$ cat config.mk
export PLATFORM = sky130hd
export DESIGN_NAME = grp_irq_ctrl
export DESIGN_NICKNAME = d
export VERILOG_FILES = /design/src/rtl/grp_irq_ctrl.sv
export SDC_FILE = /design/constraint.sdc
export NUM_CORES = 1
export LEC_CHECK = 0
export CAP_MARGIN = 20
export CORE_UTILIZATION = 55
export DETAILED_ROUTE_END_ITERATION = 16
export PLACE_DENSITY = 0.74
export SLEW_MARGIN = 20
export SYNTH_ARGS = -nofsm -noshare
export SYNTH_HDL_FRONTEND = slang
export SYNTH_SLANG_ARGS = --single-unit
$ cat constraint.sdc
create_clock -name clk_i -period 24.7 [get_ports clk_i]
set_input_delay 2.47 -clock clk_i [delete_from_list [all_inputs] [get_ports clk_i]]
set_output_delay 2.47 -clock clk_i [all_outputs]
set_load 0.02 [all_outputs]
$ cat src/rtl/grp_irq_ctrl.sv
module grp_irq_ctrl #(
  parameter int NLINES = 8,
  parameter int PRIO_W = 4,
  localparam int IDW = $clog2(NLINES),
  localparam int DW  = (NLINES > 8) ? NLINES : 8,
  localparam int AW  = $clog2(NLINES + 8),
  localparam int SPW = $clog2(NLINES + 1)
) (
  input  logic              clk_i,
  input  logic              rst_ni,
  input  logic [NLINES-1:0] req_i,
  input  logic              reg_valid_i,
  input  logic              reg_write_i,
  input  logic [AW-1:0]     reg_addr_i,
  input  logic [DW-1:0]     reg_wdata_i,
  output logic [DW-1:0]     reg_rdata_o,
  output logic              take_o,
  output logic [IDW-1:0]    take_line_o,
  input  logic              ack_i,
  input  logic              exit_i
);

  logic [NLINES-1:0] en_q, pend_q, act_q;
  logic [PRIO_W-1:0] prio_q [NLINES];
  logic [2:0]        grp_q;
  logic [IDW-1:0]    stk_id [NLINES];
  logic [PRIO_W-1:0] stk_p  [NLINES];
  logic [SPW-1:0]    sp_q;

  wire wr = reg_valid_i & reg_write_i;
  wire [NLINES-1:0] wmask = reg_wdata_i[NLINES-1:0];
  wire [NLINES-1:0] en_set = (wr && reg_addr_i == AW'(0)) ? wmask : '0;
  wire [NLINES-1:0] en_clr = (wr && reg_addr_i == AW'(1)) ? wmask : '0;
  wire [NLINES-1:0] p_set  = (wr && reg_addr_i == AW'(2)) ? wmask : '0;
  wire [NLINES-1:0] p_clr  = (wr && reg_addr_i == AW'(3)) ? wmask : '0;

  wire [2:0] geff  = (grp_q > 3'(PRIO_W)) ? 3'(PRIO_W) : grp_q;
  wire [2:0] shift = 3'(PRIO_W) - geff;

  wire [NLINES-1:0] cand = pend_q & en_q & ~act_q;

  logic              win_ok;
  logic [IDW-1:0]    win_id;
  logic [PRIO_W-1:0] win_p;

  always_comb begin
    win_ok = 1'b0;
    win_id = '0;
    win_p  = '1;
    for (int i = 0; i < NLINES; i++) begin
      if (cand[i] && (!win_ok || prio_q[i] < win_p)) begin
        win_ok = 1'b1;
        win_id = IDW'(i);
        win_p  = prio_q[i];
      end
    end
  end

  wire [SPW-1:0]    tix    = sp_q - SPW'(1);
  wire [IDW-1:0]    top_id = stk_id[tix[IDW-1:0]];
  wire [PRIO_W-1:0] top_p  = stk_p[tix[IDW-1:0]];
  wire preempt = (win_p >> shift) < (top_p >> shift);

  assign take_o      = win_ok && (sp_q == '0 || preempt);
  assign take_line_o = win_id;

  wire do_exit = exit_i && sp_q != '0;
  wire do_ack  = ack_i && take_o && !exit_i;
  wire [NLINES-1:0] ack_bit  = do_ack  ? (NLINES'(1) << win_id) : '0;
  wire [NLINES-1:0] exit_bit = do_exit ? (NLINES'(1) << top_id) : '0;

  always_ff @(posedge clk_i or negedge rst_ni) begin
    if (!rst_ni) begin
      en_q   <= '0;
      pend_q <= '0;
      act_q  <= '0;
      grp_q  <= '0;
      sp_q   <= '0;
      for (int i = 0; i < NLINES; i++) prio_q[i] <= '0;
    end else begin
      en_q   <= (en_q | en_set) & ~en_clr;
      pend_q <= ((pend_q | p_set | (req_i & ~act_q)) & ~p_clr) & ~ack_bit;
      act_q  <= (act_q | ack_bit) & ~exit_bit;
      if (wr && reg_addr_i == AW'(4)) grp_q <= reg_wdata_i[2:0];
      for (int i = 0; i < NLINES; i++)
        if (wr && reg_addr_i == AW'(8 + i)) prio_q[i] <= reg_wdata_i[PRIO_W-1:0];
      if (do_ack)       sp_q <= sp_q + SPW'(1);
      else if (do_exit) sp_q <= sp_q - SPW'(1);
    end
  end

  always_ff @(posedge clk_i) begin
    if (do_ack) begin
      stk_id[sp_q[IDW-1:0]] <= win_id;
      stk_p[sp_q[IDW-1:0]]  <= win_p;
    end
  end

  always_comb begin
    reg_rdata_o = '0;
    case (reg_addr_i)
      AW'(4): reg_rdata_o = DW'(grp_q);
      AW'(5): reg_rdata_o = DW'(pend_q);
      AW'(6): reg_rdata_o = DW'(act_q);
      AW'(7): reg_rdata_o = DW'(en_q);
      default: ;
    endcase
    for (int i = 0; i < NLINES; i++)
      if (reg_addr_i == AW'(8 + i)) reg_rdata_o = DW'(prio_q[i]);
  end

  assert_take_cand_R3: assert property (@(posedge clk_i) disable iff (!rst_ni)
    take_o |-> (en_q[take_line_o] && pend_q[take_line_o] && !act_q[take_line_o]));

  assert_idle_take_R5: assert property (@(posedge clk_i) disable iff (!rst_ni)
    (sp_q == '0 && (pend_q & en_q) != '0) |-> take_o);

  assert_no_preempt_g0_R7: assert property (@(posedge clk_i) disable iff (!rst_ni)
    (geff == 3'd0 && sp_q != '0) |-> !take_o);

  assert_ack_push_R8: assert property (@(posedge clk_i) disable iff (!rst_ni)
    (ack_i && take_o && !exit_i) |=>
      (act_q[$past(take_line_o)] && sp_q == $past(sp_q) + SPW'(1)));

  assert_stack_count_R8: assert property (@(posedge clk_i) disable iff (!rst_ni)
    $countones(act_q) == int'(sp_q));

  assert_exit_pop_R9: assert property (@(posedge clk_i) disable iff (!rst_ni)
    (exit_i && sp_q != '0) |=> sp_q == $past(sp_q) - SPW'(1));

  assert_ack_exit_R12: assert property (@(posedge clk_i) disable iff (!rst_ni)
    (ack_i && exit_i && sp_q != '0) |=> sp_q == $past(sp_q) - SPW'(1));

endmodule

==> impl_metrics.tcl <==
set metrics [dict create \
    rsz0062_at_grt "no" \
    grt_max_degree 64 \
    crit_fanout 11 \
    die_y_um 118 \
    async_flop_share_pct 52.9 \
    clock-skew-final_ns 0.00736 \
    first_iter_violations 739 \
    clkPwrFrac_pct 20.0 \
    tns_ns 0 \
    antenna_left 0 \
    max_slew.worst_pin.slew_ns 1.06 \
    slew_headroom_pct 28.8 \
    grt_pass1_wl_um 32700 \
    cts_hold_buf 0 \
    clock-sinks 119 \
    vias_per_cell 6.72 \
    cts_tree "built" \
    hold_ws_ns 0.500 \
    io_buffers 37 \
    fmax_mhz 58.4 \
    syn_area_per_cell_um2 10.2 \
    cts_inserted_buffers 17 \
    start_kind "flop" \
    clock_latency_ns 0.42 \
    netlist_area_um2 7390 \
    grt_pass1_vias 6102 \
    setup_viol 0 \
    nNetsFinal 801 \
    cts_root_buf "clkbuf_16" \
    post_cts_buffers 0 \
    layout-drive-gt1-share_pct 14.6 \
    synthTopCellsByArea "edfxtp_1 23%, dfrtp_1 21%, mux4_2 4.9%" \
    min_period_over_period_pct 69.4 \
    worstPathArrival_ns 14.67 \
    remaining_drc_errors 0 \
    yosys_warnings 0 \
    synth_cells 721 \
    routedWlPerCell_um 21.6 \
    worst-setup-path-type "reg -> out" \
    dpl_worst_slack_ns 8.35 \
    p_int_mw 0.677 \
    antenna_found_initial 0 \
    peakVddDrop_mv 0.0854 \
    switching_share_pct 44.2 \
    reg2reg_slack_ns 9.51 \
    grt_remaining_overflow 0 \
    placementRows 41 \
    cpPeakStageDelay_ns 0.62 \
    p_seq_share_pct 27.4 \
    worst_slack_ns 7.56 \
    firstDrtPassIters 7 \
    cp.required_ns 22.23 \
    cp_common_cell "ha_1" \
    leakage_nw 3.32 \
    synthDominantCellAreaShare_pct 22.8 \
    synth_top_area_cell "edfxtp_1" \
    crit_path_top_delay_cell "clkdlybuf4s50_1" \
    p_switching_mw 0.536 \
    hold_viol 0 \
    ys_types 90 \
    routabilityCongestion 0.943 \
    core_um2 12900 \
    gr-usage-all-layers_pct 30.5 \
    area_delta_synth_final_pct 15.1 \
    cts-htree-levels 4 \
    combPwrFrac_pct 52.6 \
    num_antenna_cells 0 \
    cts_max_path_buffers 2 \
    vias 6349 \
    synth_top_cells_by_count "63 x dfrtp_1, 63 x nand2_1, 56 x edfxtp_1" \
    drt-total-wl_um 20400 \
    initial_utilization_pct 57.4 \
    power_density_nw_per_um2 143 \
    crit_path_end_kind "output port" \
    ys_seq_area_share_pct 44.1 \
    clk_pin_slew_ns 0.06 \
    hpwl_um 15000 \
    syn_nets 762 \
    dieWidth_um 118 \
    drv_slew 0 \
    dieArea_um2 13900 \
    ioPinCount 38 \
    status "finished clean" \
    cts_resized 0 \
    synth_seq_cells 119 \
    ys.flop_type "dfrtp_1" \
    maxCapViolations 0 \
    finalCriticalPeriod_ns 17.14 \
    hp-class "reg -> reg" \
    synth_enable_flop_cells 56 \
]
-- area by class of cell --
cell class / instances / area, µm²
fillers: 985 / 4370
multi-input cells: 531 / 3840
flip-flops and latches: 119 / 3260
repair buffers: 48 / 448
clock buffers: 17 / 425
well taps: 172 / 215
inverters: 43 / 161
clock inverters: 15 / 155
-- layer usage --
layer / vias to the layer above / wire length, µm / global-route usage [%]
met4: 0 / 444 / 11.8
li1: 2853 / - / -
met3: 44 / 1770 / 4.84
met5: - / 0 / 0
met1: 3075 / 8960 / 44.7
met2: 377 / 9240 / 45.6
-- per-stage QoR --
| stage | cells | utilization [%] | cell area, µm² | power, mW |
|---|---|---|---|---|
| after detailed placement | 913 | 61.6 | 7930 | 0.955 |
| after global routing | 945 | 66.1 | 8510 | 1.28 |
| after floorplan | 721 | - | 7390 | 0.783 |
| after global placement | 913 | 61.6 | 7930 | 0.935 |
| after CTS | 945 | 66.1 | 8510 | 1.20 |
| final | 945 | 66.1 | 8510 | 1.21 |
-- kinds of logic (layout without fill, tap and decap cells) --
group | Yosys count | count (layout) | synth area share (%)
XOR/XNOR | 8 | 8 | 0.948
flip-flops | 119 | 119 | 44.1
AO/OA/AOI/OAI | 209 | 209 | 20.2
adder cells (fa/ha/maj) | 21 | 21 | 3.37
multiplexers | 67 | 67 | 12.4
buffers and inverters | 71 | 123 | 3.88
AND/OR/NAND/NOR | 226 | 226 | 15.1
-- registers in the layout, indices dropped and copies added (netlist names) --
register	cells
act_q	8
en_q	8
grp_q	3
pend_q	8
prio_q	32
sp_q	4
stk_id	24
stk_p	32
-- final timing paths --
| kind | start | endpoint | cells after the start |
|---|---|---|---|
| max | act_q[0] | take_o | 63 |
| min | sp_q[3] | sp_q[3] | 1 |
| max reg2reg | act_q[0] | stk_p[5][3] | 65 |
| min reg2reg | sp_q[3] | sp_q[3] | 1 |
| max in group asynchronous | rst_ni | prio_q[16] | 2 |
| min in group asynchronous | rst_ni | prio_q[25] | 2 |
-- cells in the final DEF (no fill, tap or decap), types with 23 or more instances in the layout --
cell	count
nand2_1	63
dfrtp_1	63
edfxtp_1	56
nor2_1	51
a21oi_1	51
inv_1	42
clkdlybuf4s50_1	36
o21ai_0	35
mux2_2	27
nand3_1	23
-- critical path: cells and delay by family, from the launching register on --
family	cells	cell delay, ns
AO/OA/AOI/OAI	23	5.38
adder cells (fa/ha/maj)	8	2.39
AND/OR/NAND/NOR	19	3.13
multiplexers	5	1.48
flip-flops	1	0.45
buffers and inverters	8	1.33
-- power groups by stage --
stage | combinational (mW) | sequential [mW] | clock, mW
floorplan | 0.466 | 0.317 | 0
global placement | 0.604 | 0.331 | 0
detailed placement | 0.621 | 0.333 | 0
CTS | 0.628 | 0.330 | 0.245
global route | 0.694 | 0.336 | 0.252
finish | 0.638 | 0.332 | 0.242
(Power assumes the default switching activity.)
